### src/rtl/poll_ctl_pkg.sv
package poll_ctl_pkg;

    typedef enum logic [1:0] {
        ST_SLEEP = 2'd0,
        ST_START = 2'd1,
        ST_CHECK = 2'd2,
        ST_RECV  = 2'd3
    } poll_state_e;

    typedef enum logic [1:0] {
        VD_BUSY = 2'd0,
        VD_FAIL = 2'd1,
        VD_PASS = 2'd2
    } verdict_e;

    function automatic int unsigned max_u(int unsigned a, int unsigned b);
        return (a > b) ? a : b;
    endfunction

endpackage

### src/rtl/poll_tick_div.sv
module poll_tick_div #(
    parameter int unsigned DIV_A = 10,
    parameter int unsigned DIV_B = 14
) (
    input  logic clk,
    input  logic rst,
    input  logic active,
    input  logic restart,
    input  logic sel,
    output logic tick
);
    import poll_ctl_pkg::*;

    localparam int unsigned PRE_W = $clog2(max_u(DIV_A, DIV_B));

    logic [PRE_W-1:0] pre_q;
    logic [PRE_W-1:0] last_v;

    assign last_v = sel ? PRE_W'(DIV_B - 1) : PRE_W'(DIV_A - 1);
    assign tick   = active && !restart && (pre_q == last_v);

    always_ff @(posedge clk) begin
        if (rst || !active || restart || pre_q == last_v) begin
            pre_q <= '0;
        end else begin
            pre_q <= pre_q + 1'b1;
        end
    end

endmodule

### src/rtl/poll_span_timer.sv
module poll_span_timer #(
    parameter int unsigned W = 8
) (
    input  logic         clk,
    input  logic         rst,
    input  logic         run,
    input  logic         freeze,
    input  logic [W-1:0] span,
    output logic         done
);
    logic [W-1:0] cnt_q;

    assign done = run && !freeze && (({1'b0, cnt_q} + (W+1)'(1)) >= {1'b0, span});

    always_ff @(posedge clk) begin
        if (rst || !run) begin
            cnt_q <= '0;
        end else if (cnt_q != '1) begin
            cnt_q <= cnt_q + 1'b1;
        end
    end

endmodule

### src/rtl/poll_interval_chk.sv
module poll_interval_chk #(
    parameter int unsigned LIM_W = 5,
    parameter int unsigned NB_W  = 3
) (
    input  logic                         clk,
    input  logic                         rst,
    input  logic                         active,
    input  logic                         dflip,
    input  logic                         tick,
    input  logic [LIM_W-1:0]             lim_lo,
    input  logic [LIM_W-1:0]             lim_hi,
    input  logic [NB_W-1:0]              bits_req,
    output poll_ctl_pkg::verdict_e       verdict
);
    import poll_ctl_pkg::*;

    logic [LIM_W-1:0] cv_q;
    logic             started_q;
    logic [NB_W-1:0]  nbits_q;
    logic [NB_W:0]    need;
    logic [NB_W:0]    nb_inc;

    assign need   = (bits_req == '0) ? (NB_W+1)'(1) : {1'b0, bits_req};
    assign nb_inc = {1'b0, nbits_q} + (NB_W+1)'(1);

    always_comb begin
        verdict = VD_BUSY;
        if (active) begin
            if (dflip && started_q) begin
                if (cv_q < lim_lo || cv_q >= lim_hi) begin
                    verdict = VD_FAIL;
                end else if (nb_inc >= need) begin
                    verdict = VD_PASS;
                end
            end else if (cv_q >= lim_hi) begin
                verdict = VD_FAIL;
            end
        end
    end

    always_ff @(posedge clk) begin
        if (rst || !active) begin
            cv_q      <= '0;
            started_q <= 1'b0;
            nbits_q   <= '0;
        end else if (dflip) begin
            cv_q      <= '0;
            started_q <= 1'b1;
            if (started_q && verdict == VD_BUSY) begin
                nbits_q <= nbits_q + 1'b1;
            end
        end else if (tick && cv_q < lim_hi) begin
            cv_q <= cv_q + 1'b1;
        end
    end

endmodule

### src/rtl/poll_wake_ctl.sv
module poll_wake_ctl #(
    parameter int unsigned LIM_W       = 5,
    parameter int unsigned MULT_W      = 5,
    parameter int unsigned EXT_W       = 2,
    parameter int unsigned NB_W        = 3,
    parameter int unsigned SLEEP_UNIT  = 1024,
    parameter int unsigned STARTUP_CYC = 64,
    parameter int unsigned DIV_A       = 10,
    parameter int unsigned DIV_B       = 14
) (
    input  logic              clk,
    input  logic              rst,
    input  logic              poll_en,
    input  logic              off_req,
    input  logic              demod_in,
    input  logic [LIM_W-1:0]  lim_lo,
    input  logic [LIM_W-1:0]  lim_hi,
    input  logic [MULT_W-1:0] sleep_mult,
    input  logic [EXT_W-1:0]  ext_std,
    input  logic [EXT_W-1:0]  ext_tmp,
    input  logic              div_sel,
    input  logic [NB_W-1:0]   bits_req,
    output logic              path_on,
    output logic [1:0]        rx_state,
    output logic              data_out
);
    import poll_ctl_pkg::*;

    localparam int unsigned MAX_FACT = 1 + 2 * ((1 << EXT_W) - 1);
    localparam int unsigned SLP_W    = $clog2(((1 << MULT_W) - 1) * SLEEP_UNIT * MAX_FACT + 1);
    localparam int unsigned ST_W     = $clog2(STARTUP_CYC + 1);

    poll_state_e       state_q, state_d;
    verdict_e          verdict;
    logic              demod_q;
    logic              dflip;
    logic              temp_on_q;
    logic              tick;
    logic              slp_done;
    logic              su_done;
    logic [SLP_W-1:0]  factor;
    logic [SLP_W-1:0]  sleep_len;

    assign dflip     = demod_in ^ demod_q;
    assign factor    = SLP_W'(1) + SLP_W'(ext_std) + (temp_on_q ? SLP_W'(ext_tmp) : '0);
    assign sleep_len = SLP_W'(sleep_mult) * SLP_W'(SLEEP_UNIT) * factor;

    poll_span_timer #(.W(SLP_W)) u_slp (
        .clk    (clk),
        .rst    (rst),
        .run    (state_q == ST_SLEEP && poll_en),
        .freeze (&sleep_mult),
        .span   (sleep_len),
        .done   (slp_done)
    );

    poll_span_timer #(.W(ST_W)) u_settle (
        .clk    (clk),
        .rst    (rst),
        .run    (state_q == ST_START),
        .freeze (1'b0),
        .span   (ST_W'(STARTUP_CYC)),
        .done   (su_done)
    );

    poll_tick_div #(.DIV_A(DIV_A), .DIV_B(DIV_B)) u_div (
        .clk     (clk),
        .rst     (rst),
        .active  (state_q == ST_CHECK),
        .restart (dflip),
        .sel     (div_sel),
        .tick    (tick)
    );

    poll_interval_chk #(.LIM_W(LIM_W), .NB_W(NB_W)) u_win (
        .clk      (clk),
        .rst      (rst),
        .active   (state_q == ST_CHECK),
        .dflip    (dflip),
        .tick     (tick),
        .lim_lo   (lim_lo),
        .lim_hi   (lim_hi),
        .bits_req (bits_req),
        .verdict  (verdict)
    );

    always_comb begin
        state_d = state_q;
        case (state_q)
            ST_SLEEP: if (slp_done) state_d = ST_START;
            ST_START: if (su_done)  state_d = ST_CHECK;
            ST_CHECK: begin
                if (verdict == VD_FAIL)      state_d = ST_SLEEP;
                else if (verdict == VD_PASS) state_d = ST_RECV;
            end
            ST_RECV:  if (off_req)  state_d = ST_SLEEP;
            default:  state_d = ST_SLEEP;
        endcase
        if (!poll_en) state_d = ST_SLEEP;
    end

    always_ff @(posedge clk) begin
        if (rst) begin
            state_q   <= ST_SLEEP;
            demod_q   <= 1'b0;
            temp_on_q <= 1'b0;
        end else begin
            state_q <= state_d;
            demod_q <= demod_in;
            if (verdict == VD_FAIL)      temp_on_q <= 1'b0;
            else if (verdict == VD_PASS) temp_on_q <= 1'b1;
        end
    end

    assign rx_state = state_q;
    assign path_on  = (state_q != ST_SLEEP);
    assign data_out = (state_q == ST_RECV) & demod_in;

endmodule

### config.mk
export PLATFORM = sky130hd
export DESIGN_NAME = poll_wake_ctl
export DESIGN_NICKNAME = d
export VERILOG_FILES = /design/src/rtl/poll_ctl_pkg.sv /design/src/rtl/poll_tick_div.sv /design/src/rtl/poll_span_timer.sv /design/src/rtl/poll_interval_chk.sv /design/src/rtl/poll_wake_ctl.sv
export SDC_FILE = /design/constraint.sdc
export NUM_CORES = 1
export LEC_CHECK = 0
export ABC_AREA = 1
export BUFFER_PORTS_ARGS = -buffer_cell sky130_fd_sc_hd__buf_2
export CAP_MARGIN = 10
export CORE_UTILIZATION = 50
export DETAILED_ROUTE_END_ITERATION = 12
export GPL_TIMING_DRIVEN = 0
export PLACE_DENSITY = 0.79
export REMOVE_ABC_BUFFERS = 1
export SETUP_SLACK_MARGIN = 0.2
export SYNTH_ARGS = -nofsm -noshare
export SYNTH_HDL_FRONTEND = slang
export SYNTH_SLANG_ARGS = --single-unit
export TNS_END_PERCENT = 30
### constraint.sdc
create_clock -name clk -period 9.31 [get_ports clk]
set_input_delay 0 -clock clk [delete_from_list [all_inputs] [get_ports clk]]
set_output_delay 0 -clock clk [all_outputs]
set_load 0.1 [all_outputs]
Yosys cells after proc, flatten, opt, wreduce, memory -nomap -nowiden --
Cells that the tools add are included.
Operators by class: add/sub/neg operators 10, multipliers 1, divide/modulo/power cells 0, order comparisons 6, equality and inequality tests 12, shift-type cells 0, muxes and demuxes 14, bitwise logic cells 3, reduce and logical (&&, ||, !) cells 30
Operator list (count):
- $mux 2 | 10
- $add 18x1->19 const B | 1
- $ge 19x18->1 | 1
- $add 18x1->18 const B | 1
- $ne 18x18->1 const B | 1
- $lt 5x5->1 | 2
- $logic_and 1x1->1 | 9
- $add 7x1->8 const B | 1
- $ge 8x7->1 const B | 1
- $mul 5x4->8 | 1
- $pmux 2 s4 | 1
- $add 7x1->7 const B | 1
- $ne 7x7->1 const B | 1
- $eq 2x2->1 const B | 3
- $logic_or 1x1->1 | 6
- $mux 3 | 2
- $ne 2x2->1 const B | 3
- $reduce_or 2->1 | 3
- $add 5x1->5 const B | 1
- $ge 5x5->1 | 1
- $logic_not 1->1 | 5
- $reduce_and 5->1 | 1
- $add 3x1->4 const B | 1
- $add 3x2->4 | 1
- 16 further kinds | 18
Storage, ports and cells: register bits after elaboration 42, bits in latches 0, RAM bits 0, memory bits (read-only) 0, input bits 28, word-level logic and storage cells 85, memories kept 0

Longest topological paths before layout --
Gate-level depths: netlist of the first run.
depth in word-level cells 11, depth in mapped cells 29, gate-level depth less buffers 29

Cells and area by module --
From an unflattened synthesis of the first run, not the netlist that was laid out.
Unflattened totals: cell total of the unflattened synthesis 603, area total of the unflattened synthesis 3953.8 um^2
Modules (own cells, without submodules):
- poll_span_timer at u_slp | times used 1, cells each 231, area an instance 1521.5 um^2, seq. area each 360.3 um^2
- poll_interval_chk | times used 1, cells each 128, area an instance 847.1 um^2, seq. area each 180.2 um^2
- poll_wake_ctl | times used 1, cells each 128, area an instance 805.8 um^2, seq. area each 80.1 um^2
- poll_span_timer at u_settle | times used 1, cells each 87, area an instance 566.8 um^2, seq. area each 140.1 um^2
- poll_tick_div | times used 1, cells each 29, area an instance 212.7 um^2, seq. area each 80.1 um^2

Worst setup path before layout of the first run --
No wires, ideal clock.
path type register -> register, from register temp_on_q, to register state_q[1], in the netlist rx_state[1], data arrival time 3986 ps, data required time 9192 ps, slack 5206 ps, stages on the path, launching flop included 30, path buffers 0, cell sequence dfxtp_1 -> nand2_1 -> ha_1 -> inv_1 -> fa_1 -> nand2_1 -> inv_1 -> ha_1 -> inv_1 -> fa_1 -> inv_1 -> ha_1 -> nand2_1 -> nor2_1 -> a211oi_1 -> o21bai_1 -> a21oi_1 -> xor2_1 -> ha_1 -> nand3_1 -> nor2_1 -> nand3_1 -> nor2_1 -> nand3_1 -> nand2_1 -> nand2_1 -> nand2_2 -> nand2_1 -> nand2_1 -> nor2_1
On the way: cells in the longest elaborated chain, start to end 7
RTL lines:
- start, declared | line poll_wake_ctl.sv:37 | logic temp_on_q;
- start signal, assigned | line poll_wake_ctl.sv:106 | temp_on_q <= 1'b0;
- start signal, assigned | line poll_wake_ctl.sv:110 | if (verdict == VD_FAIL) temp_on_q <= 1'b0;
- start signal, assigned | line poll_wake_ctl.sv:111 | else if (verdict == VD_PASS) temp_on_q <= 1'b1;
- $mux 2 | line poll_wake_ctl.sv:45 | assign factor = SLP_W'(1) + SLP_W'(ext_std) + (temp_on_q ? SLP_W'(ext_tmp) : '0);
- $add 3x2->4 | line poll_wake_ctl.sv:45
- $mul 5x4->8 | line poll_wake_ctl.sv:46 | assign sleep_len = SLP_W'(sleep_mult) * SLP_W'(SLEEP_UNIT) * factor;
- $ge 19x18->1 | line poll_span_timer.sv:13 | assign done = run && !freeze && (({1'b0, cnt_q} + (W+1)'(1)) >= {1'b0, span});
- $logic_and 1x1->1 | line poll_span_timer.sv:13
- $ne 2x2->1 (no line)
- $reduce_and 4->1 (no line)
- end signal, assigned | line poll_wake_ctl.sv:108 | state_q <= state_d;
- end, declared | line poll_wake_ctl.sv:33 | poll_state_e state_q, state_d;
No other way between the ends. A chain may end at the register's enable or synchronous reset.

Worst setup path after layout of the first run --
Same ends and word-level chain as after synthesis.

==> impl_metrics.json, run 1 <==
{
  "post_drt_wl_per_cell_um": 10.8,
  "synthAdderAreaFrac_pct": 19.9,
  "grt_usage_pct": 19.9,
  "skew_ps": 6.94,
  "critPathLaunchType": "flop",
  "r2r_end": "rx_state[1]",
  "wl_met3_um": 154,
  "core-area_mm2": 0.00603,
  "yosys_warnings": 0,
  "hold_end": "rx_state[1]",
  "max_freq_mhz": 218,
  "max_stage_delay_ps": 520,
  "synth-compound-area-share_pct": 11.2,
  "dr.pass1.iters": 4,
  "die_y_um": 81.6,
  "drv_cap": 0,
  "grt_antenna_before_repair": 0,
  "gp_congestion": 0.845,
  "drtAntennaViolNets": 0,
  "grt_pass1_wl_um": 10300,
  "cts_buffers": 5,
  "power_w": 0.000361,
  "slew_headroom_pct": 59.5,
  "cp_common_cell": "nand2_1",
  "min_path_type": "input port to flop",
  "critical_path_required_ps": 9510,
  "r2r-start": "temp_on_q",
  "post_synth_num_cell_types": 31,
  "avgSynthCellArea_um2": 7.09,
  "root_buffer": "clkbuf_8",
  "drv_slew": 0,
  "htreeDepth": 2,
  "synth_top_family_by_area": "simple AND/OR/NAND/NOR gates",
  "post-route-min-period_ps": 4590,
  "worstSetupPathType": "flop to flop",
  "power_density_mw_per_mm2": 103,
  "clockBufferDepth": 2,
  "setup_viol": 0,
  "rrSetupSlack_ps": 4720,
  "vias": 2735,
  "synthCells": 447,
  "synthMuxAreaShare_pct": 0,
  "seq_power_share_pct": 50.6,
  "synthXorXnorAreaFrac_pct": 4.97,
  "cts_setup_buffers": 0,
  "final_nets": 561,
  "grt_max_degree": 17,
  "path_clk_slew_ps": 80,
  "power.switching_w": 0.000104,
  "antenna_cells": 0,
  "place_hpwl_um": 4900,
  "drtIter0Drc": 138,
  "initial_core_util_pct": 52.6,
  "pwr-share-clk_pct": 31.2,
  "crit_path_end_kind": "flop",
  "cp_max_fo": 5,
  "hold_start": "poll_en",
  "fin_crit_sh_pct": 49.3,
  "irDropWorstVdd_uv": 63.5,
  "area_growth_syn_to_layout_pct": 10.7,
  "route.met2.wl_um": 2820,
  "clock-sinks": 42,
  "final_hold_viol_count": 0,
  "cts_tree": "built",
  "worst_pin_slew_ps": 606,
  "power_leakage_nw": 1.80,
  "ys_seq_area_share_pct": 26.5,
  "outcome": "completed",
  "whs_path_depth": 5,
  "vias_per_cell": 4.88,
  "tns_ps": 0,
  "die_w_um": 81.6,
  "r2r_cells": 29,
  "top_layer_used": "met4",
  "synth-seq-cells": 42,
  "placementRows": 28,
  "overflow": 0,
  "critPathArrivalTime_ps": 4790,
  "die_area_mm2": 0.00666,
  "wl_um": 6050,
  "drc": 0,
  "portBuffers": 31,
  "rsz0062_at_grt": "no",
  "p_int_w": 0.000257,
  "grt_pass1_vias": 2590,
  "synth-simple-area-share_pct": 26.2,
  "comb_power_share_pct": 18.2,
  "boundaryPins": 32,
  "clk_latency_ps": 300,
  "cp_slowest_cell": "fa_1",
  "layout-drive-gt1-share_pct": 11.5,
  "met1_length_um": 2970,
  "sw_frac_of_total_pct": 28.7,
  "syn_area_mm2": 0.00317,
  "final_core_util_pct": 58.2
}
## per-layer routing
layer / vias to the layer above / track usage, %
li1: 1491 / -
met2: 36 / 34.6
met3: 9 / 3.33
met5: - / 0
met4: 0 / 8.60
met1: 1199 / 24.0
## kinds of logic (layout without fill, tap and decap cells)
| kind of cell | Yosys count | after routing |
|---|---|---|
| XOR/XNOR | 18 | 18 |
| adder cells (fa/ha/maj) | 48 | 48 |
| flip-flops | 42 | 42 |
| AO/OA/AOI/OAI | 66 | 66 |
| AND/OR/NAND/NOR | 179 | 179 |
| buffers and inverters | 94 | 132 |
## timing repair
action / CTS / global route
gates resized for setup: 0 / 0
hold buffers: 2 / 0
hold endpoints to repair: 2 / 0
## cell usage after synthesis
cell type | instances | share of area (%)
a31oi_1 | 2 | 0.39
nand2_2 | 2 | 0.39
nor2_1 | 52 | 6.2
inv_2 | 2 | 0.24
nand2_1 | 76 | 9.0
nor3_4 | 2 | 1.0
dfxtp_1 | 42 | 27
fa_1 | 4 | 2.5
a211oi_1 | 2 | 0.47
nor3_2 | 1 | 0.32
a21boi_1 | 1 | 0.24
nor4_1 | 2 | 0.39
clkbuf_1 | 2 | 0.24
ha_1 | 44 | 17
and2_1 | 1 | 0.20
nand4_1 | 7 | 1.4
xnor2_1 | 3 | 0.83
nor2_2 | 1 | 0.20
inv_1 | 90 | 11
nor2_4 | 3 | 1.1
o211ai_1 | 2 | 0.47
o21bai_1 | 4 | 0.95
nor3_1 | 7 | 1.1
o21ai_0 | 21 | 3.3
nand3_2 | 4 | 1.3
or2_2 | 5 | 0.99
o22ai_1 | 1 | 0.20
a21oi_1 | 33 | 5.2
nand3_1 | 13 | 2.1
xor2_1 | 15 | 4.1
nand3b_1 | 3 | 0.71
## power by group through the flow
stage | clock (W) | sequential (W) | combinational, W
floorplan | 0 | 0.000190 | 0.0000443
global placement | 0 | 0.000187 | 0.0000627
detailed placement | 0 | 0.000187 | 0.0000650
CTS | 0.000116 | 0.000183 | 0.0000660
global route | 0.000123 | 0.000183 | 0.0000755
finish | 0.000113 | 0.000183 | 0.0000657
## layout make-up
type / instances / area (um2)
Tap cell: 75 / 93.8
Fill cell: 564 / 2520
Inverter: 92 / 345
Sequential cell: 42 / 841
Clock buffer: 7 / 76.3
Multi-Input combinational cell: 311 / 1980
Timing Repair Buffer: 33 / 175
## metrics by stage
stage | hold slack (ps) | std cells | area [um2] | setup slack [ps]
2_1_floorplan | 72.4 | 445 | 3160 | 5210
3_3_place_gp | 263 | 551 | 3410 | 4790
3_5_place_dp | 267 | 551 | 3410 | 4700
4_1_cts | 65.4 | 560 | 3510 | 4670
5_1_grt | 108 | 560 | 3510 | 4290
6_report | 72.7 | 560 | 3510 | 4720
## state kept, by name, indices dropped and copies added (netlist names)
signal and cells:
demod_q 1, rx_state 2, temp_on_q 1, u_div.pre_q 4
u_settle.cnt_q 7, u_slp.cnt_q 18, u_win.cv_q 5, u_win.nbits_q 3
u_win.started_q 1
## cells in the final DEF, fill, tap and decap left out, types with 2 or more instances in the layout
cell type      synthesis  layout
nand3b_1               3       3
nand2_2                2       2
nand3_1               13      13
dfxtp_1               42      42
o21ai_0               21      21
nand2_1               76      76
a211oi_1               2       2
a21oi_1               33      33
fa_1                   4       4
nor3_4                 2       2
xor2_1                15      15
clkbuf_8               0       5
xnor2_1                3       3
dlygate4sd3_1          0       2
a31oi_1                2       2
ha_1                  44      44
nor3_1                 7       7
nor4_1                 2       2
nor2_4                 3       3
clkbuf_1               2       2
nand3_2                4       4
nor2_1                52      52
inv_2                  2       2
o21bai_1               4       4
buf_2                  0      31
nand4_1                7       7
inv_1                 90      90
or2_2                  5       5
o211ai_1               2       2
## worst max-delay path by stage
stage / slack (ps) / startpoint / cells past startpoint / endpoint
2_1_floorplan: 5210 / temp_on_q / 29 / rx_state[1]
3_5_place_dp: 4700 / temp_on_q / 29 / rx_state[1]
5_1_grt: 4290 / temp_on_q / 29 / rx_state[1]
3_3_place_gp: 4790 / temp_on_q / 29 / rx_state[1]
6_report: 4720 / temp_on_q / 29 / rx_state[1]
4_1_cts: 4670 / temp_on_q / 29 / rx_state[1]
## critical path: cells and delay by family (launching register included)
family / cells / cell delay, ps
xor gates and xnor gates: 1 / 90
DFF: 1 / 360
and+or+nand+nor: 15 / 1160
adders and majority gates: 6 / 2120
buffers and inverters: 4 / 210
AOI/OAI and AO/OA: 3 / 550
No activity file was read; power rests on OpenSTA's default activity.
==> run 2, diff against run 1 <==
--- a/config.mk
+++ b/config.mk
@@ -11,7 +11,7 @@
 export CORE_UTILIZATION = 50
 export DETAILED_ROUTE_END_ITERATION = 12
 export GPL_TIMING_DRIVEN = 0
-export PLACE_DENSITY = 0.79
+export PLACE_DENSITY = 0.82
 export REMOVE_ABC_BUFFERS = 1
 export SETUP_SLACK_MARGIN = 0.2
 export SYNTH_ARGS = -nofsm -noshare
==> constraint.sdc (replaced) <==
create_clock -name clk -period 4 [get_ports clk]
set_input_delay 0 -clock clk [delete_from_list [all_inputs] [get_ports clk]]
set_output_delay 0 -clock clk [all_outputs]
set_load 0.1 [all_outputs]
==> run 2 against run 1 <==
- the flow now finishes with violations (negative setup slack)
- die area is the same
- clock-buffer cell count shrank 1
- via count grew 6.5%
- total power grew to 2.7 times the previous value
- cell count grew 1.1%
- clock skew shrank 1.6 ps
- non-clock buffer count grew 6
- first-iteration DRC count grew 0.72%
- largest cell class unchanged
- largest power group unchanged
- highest routed layer unchanged
==> impl_metrics.json, run 2 (synthesized netlist as in run 1, its figures left out) <==
{
  "outcome": "finished, violations left",
  "violations": "negative setup slack",
  "area_growth_syn_to_layout_pct": 15.9,
  "irDropWorstVdd_uv": 244,
  "busiest_layer": "met2",
  "antenna_cells": 0,
  "crit_path_end_kind": "flop",
  "die_area_mm2": 0.00666,
  "setup_viol": 2,
  "drtIter0Drc": 139,
  "place_area_mm2": 0.00341,
  "clk_latency_ps": 310,
  "grt_pass1_vias": 2867,
  "critPathLaunchType": "flop",
  "post_drt_wl_per_cell_um": 11.8,
  "die_y_um": 81.6,
  "slew_headroom_pct": 58.8,
  "hold_start": "poll_en",
  "drv_slew": 0,
  "gp_congestion": 0.849,
  "grt_antenna_before_repair": 0,
  "drv_cap": 0,
  "r2r-start": "temp_on_q",
  "use_met1_pct": 23.7,
  "cts_buffers": 5,
  "path_clk_slew_ps": 80,
  "fin_crit_sh_pct": 108,
  "grt_usage_pct": 22.0,
  "cts_tree": "built",
  "critPathArrivalTime_ps": 4510,
  "max_freq_mhz": 232,
  "power_density_mw_per_mm2": 261,
  "initial_core_util_pct": 52.6,
  "clockBufferDepth": 2,
  "wl_um": 6650,
  "final_hold_viol_count": 0,
  "clock-sinks": 42,
  "worst_pin_slew_ps": 616,
  "rsz0062_at_grt": "yes",
  "n_fill_cell": 518,
  "grt_max_degree": 17,
  "htreeDepth": 2,
  "placementRows": 28,
  "final_cell_mix": "86 x inv_1, 73 x nand2_1, 49 x nor2_1",
  "core-area_mm2": 0.00603,
  "boundaryPins": 32,
  "overflow": 0,
  "grt_pass1_wl_um": 11400,
  "place_hpwl_um": 5060,
  "vias_per_cell": 5.14,
  "largest-register": "u_slp.cnt_q",
  "setup_ws_ps": -309,
  "power_leakage_nw": 1.84,
  "crit_start": "temp_on_q",
  "grt_use_met2_pct": 41.4,
  "worstSetupPathType": "flop to flop",
  "cp_max_fo": 4,
  "met3_usage_pct": 4.44,
  "min_path_type": "input port to flop",
  "reg_top3": "u_slp.cnt_q: 18 flops, u_settle.cnt_q: 7 flops, u_win.cv_q: 5 flops",
  "final_nets": 567,
  "layout-drive-gt1-share_pct": 17.9,
  "skew_ps": 5.34,
  "drtAntennaViolNets": 0,
  "post-route-min-period_ps": 4310,
  "critical_path_required_ps": 4200,
  "tns_ps": -593,
  "vias": 2912,
  "die_w_um": 81.6,
  "largest_reg_flops": 18,
  "root_buffer": "clkbuf_8",
  "design_area_mm2": 0.00368,
  "rrSetupSlack_ps": -310,
  "dr.pass1.iters": 4,
  "power_w": 0.000958,
  "layout_commonest_cell": "inv_1",
  "drc": 0,
  "portBuffers": 31
}
-- run 2: per-stage QoR --
step	setup slack (ps)	cells	util (%)	hold slack, ps
detailed placement	-631	551	56.6	271
finish	-309	566	61.0	81.4
global placement	-533	551	56.6	244
global route	-491	566	61.0	95.3
floorplan	-104	445	-	72.4
CTS	-332	566	60.2	92.5
-- run 2: layout make-up --
type	count	area (um2)	share of cell area, %
clock buffers	6	82.6	2.25
clock inverters	1	30.0	0.817
inverters	92	345	9.39
multi-input cells	311	2060	56.0
flip-flops and latches	42	842	22.9
well taps	75	93.8	2.55
repair buffers	39	224	6.09
-- run 2: what timing repair did --
| action | in CTS | in global routing |
|---|---|---|
| setup buffers | 6 | 0 |
| endpoints found under the setup margin | 2 | 2 |
| hold buffers | 2 | 0 |
| resized for setup | 12 | 15 |
| hold endpoints to repair | 2 | 0 |
| pin swaps | 17 | 16 |
-- run 2: final timing paths --
path	to	cells past startpoint
worst min-delay path	rx_state[1]	5
worst max-delay path	rx_state[1]	27
worst max register to register	rx_state[1]	27
worst min register to register	u_div.pre_q[0]	1
-- run 2: critical path: stages, from the launching register on --
cell      delay [ps]
dfxtp_2          330
nand2_1           50
ha_2             160
inv_2             50
fa_2             480
nand2_2          100
inv_1             50
ha_1             270
inv_1             50
fa_1             520
inv_2             50
ha_4             220
nand2_1           70
nor2_2            40
a211oi_2         200
o21bai_1         100
a21oi_1          160
xor2_1           170
ha_1             280
buf_4            160
o21ai_2           40
nand3b_1         100
nor2_1           120
nand2_1           80
nand2_1           80
nand2_2           70
a21oi_2          140
nor2_1            50
-- run 2: report_power, final --
part | total, W | switching (W) | internal (W)
sequential | 0.000426 | 0.00000445 | 0.000421
clock | 0.000352 | 0.000152 | 0.000200
combinational | 0.000180 | 0.000108 | 0.0000722
-- run 2: routing by layer --
| layer | wire length [um] | vias to the layer above |
|---|---|---|
| met5 | 0 | - |
| met4 | 125 | 0 |
| met3 | 202 | 11 |
| met2 | 3520 | 47 |
| met1 | 2800 | 1343 |
| li1 | - | 1511 |
==> run 3, diff against run 2 <==
--- a/config.mk
+++ b/config.mk
@@ -8,10 +8,10 @@
 export ABC_AREA = 1
 export BUFFER_PORTS_ARGS = -buffer_cell sky130_fd_sc_hd__buf_2
 export CAP_MARGIN = 10
-export CORE_UTILIZATION = 50
+export CORE_UTILIZATION = 25
 export DETAILED_ROUTE_END_ITERATION = 12
 export GPL_TIMING_DRIVEN = 0
-export PLACE_DENSITY = 0.82
+export PLACE_DENSITY = 0.52
 export REMOVE_ABC_BUFFERS = 1
 export SETUP_SLACK_MARGIN = 0.2
 export SYNTH_ARGS = -nofsm -noshare
==> run 3 against run 2 <==
- the flow still finishes with violations (negative setup slack)
- cell area grew 5.2%
- sequential share of layout area fell by 1.1 points
- utilization down 29 points
- combinational power about the same
- first-iteration DRC count shrank 31%
- clock-buffer cell count increased by 1
- cell count increased by 17%
==> impl_metrics.json, run 3 (synthesized netlist as in run 1, its figures left out) <==
{
  "outcome": "finished, violations left",
  "violations": "negative setup slack",
  "cp_num_buf_inv": 3,
  "critical_path_required_ps": 4180,
  "cp_common_cell": "nand2_2",
  "power_leakage_nw": 1.87,
  "final_core_util_pct": 31.8,
  "reg_top3": "u_slp.cnt_q: 18 flops, u_settle.cnt_q: 7 flops, u_win.cv_q: 5 flops",
  "grt_pass1_wl_um": 11800,
  "portBuffers": 31,
  "dr.pass1.iters": 4,
  "skew_ps": 3.86,
  "post_drt_wl_per_cell_um": 10.1,
  "area_growth_syn_to_layout_pct": 21.9,
  "setup_viol": 2,
  "gp_congestion": 0.768,
  "grt_usage_pct": 11.0,
  "worst_pin_slew_ps": 616,
  "place_hpwl_um": 5320,
  "design_area_mm2": 0.00387,
  "setup_ws_ps": -241,
  "rsz0062_at_grt": "yes",
  "min_path_type": "input port to flop",
  "antenna_cells": 0,
  "largest_reg_flops": 18,
  "place_area_mm2": 0.00353,
  "cts_buffers": 5,
  "max_freq_mhz": 236,
  "drc": 0,
  "pre_cts_ws_ps": -699,
  "sw_frac_of_total_pct": 25.7,
  "seq_power_share_pct": 40.2,
  "clk_latency_ps": 280,
  "drtIter0Drc": 96,
  "critPathArrivalTime_ps": 4420,
  "p_int_w": 0.000789,
  "die_w_um": 115,
  "layout_commonest_cell": "inv_1",
  "critPathLaunchType": "flop",
  "irDropWorstVdd_uv": 159,
  "drv_cap": 0,
  "grt_pass1_vias": 2796,
  "overflow": 0,
  "largest-register": "u_slp.cnt_q",
  "slew_headroom_pct": 58.8,
  "drv_slew": 0,
  "boundaryPins": 32,
  "htreeDepth": 2,
  "cp_max_fo": 4,
  "placementRows": 40,
  "vias_per_cell": 4.30,
  "power.switching_w": 0.000272,
  "max_stage_delay_ps": 580,
  "post-route-min-period_ps": 4240,
  "drtAntennaViolNets": 0,
  "power_density_mw_per_mm2": 275,
  "cp_slowest_cell": "fa_2",
  "clockBufferDepth": 2,
  "crit_path_end_kind": "flop",
  "vias": 2843,
  "die_y_um": 115,
  "tns_ps": -466,
  "die_area_mm2": 0.0131,
  "dp_cells": 644,
  "initial_core_util_pct": 26.1,
  "final_hold_viol_count": 0,
  "root_buffer": "clkbuf_16",
  "clock-sinks": 42,
  "pwr-share-clk_pct": 43.1,
  "layout-drive-gt1-share_pct": 18.1,
  "core-area_mm2": 0.0122,
  "comb_power_share_pct": 16.7,
  "wl_um": 6650,
  "path_clk_slew_ps": 60,
  "fin_crit_sh_pct": 106,
  "final_cell_mix": "87 x inv_1, 72 x nand2_1, 48 x nor2_1",
  "grt_antenna_before_repair": 0,
  "fin_cells": 661,
  "final_nets": 568,
  "cp_top_family": "adder cells",
  "cts_tree": "built",
  "worstSetupPathType": "flop to flop",
  "grt_max_degree": 17
}
==> run 3: changes by cell type in the layout (fill, tap and decap cells not counted), moves of 2 or more <==
| cell | previous run | this run |
|---|---|---|
| clkbuf_8 | 6 | 0 |
| clkbuf_16 | 0 | 5 |
| a21oi_1 | 32 | 30 |
| a21oi_2 | 1 | 3 |
| clkbuf_1 | 0 | 2 |
==> run 3: final cells by class <==
type                            count  area (um2)
Clock inverter                      1        30.0
Fill cell                        1292        8300
Inverter                           92         345
Clock buffer                        7         133
Timing Repair Buffer               40         234
Tap cell                          168         210
Multi-Input combinational cell    311        2070
Sequential cell                    42         842
==> run 3: worst register-to-register path, stage by stage, from the launching register on <==
cell      delay (ps)
dfxtp_2          320
nand2_1           60
ha_2             160
inv_2             40
fa_2             580
nand2_2           70
inv_2             60
ha_4             190
fa_1             500
ha_1             320
nand2_2           60
nor2_2            40
a211oi_2         180
o21bai_1         110
a21oi_2          140
xor2_1           180
ha_1             280
buf_4            150
o21ai_0           60
nand3b_1         100
nor2_1           140
nand2_2           80
nand2_2           60
nand2_2           70
a21oi_2          150
nor2_2            40
==> run 3: timing repair <==
| item | CTS | global route |
|---|---|---|
| pin swaps | 26 | 14 |
| buffers inserted | 6 | 0 |
| endpoints found under the setup margin | 2 | 2 |
| hold endpoints to repair | 2 | 0 |
| gates resized for setup | 17 | 12 |
| hold buffers | 3 | 0 |
==> run 3: per-layer routing <==
layer,up-vias,track usage [%],wire length [um]
met5,-,0,0
met4,0,3.12,84
met3,8,2.17,164
met2,30,19.6,3240
met1,1290,13.4,3170
li1,1515,-,-
==> run 3: path summary, 6_finish.rpt <==
path / from / to / slack [ps] / depth (start not counted)
hold reg to reg: u_div.pre_q[0] / u_div.pre_q[0] / 470 / 1
hold / removal: rst / u_win.nbits_q[1] / 120 / 4
setup reg to reg: temp_on_q / rx_state[1] / -240 / 25
setup / recovery: temp_on_q / rx_state[1] / -240 / 25
==> run 3: power by group through the flow <==
stage	combinational [W]	clock, W	sequential [W]
after floorplan	0.000103	0	0.000442
after global placement	0.000149	0	0.000436
after detailed placement	0.000152	0	0.000436
after CTS	0.000175	0.000468	0.000426
after global routing	0.000204	0.000482	0.000427
final	0.000178	0.000457	0.000427
==> run 3: through the flow <==
step                hold WS (ps)  total power, W
floorplan                   72.4        0.000545
global placement             246        0.000585
detailed placement           257        0.000588
CTS                          101         0.00107
global route                 166         0.00111
finish                       123         0.00106
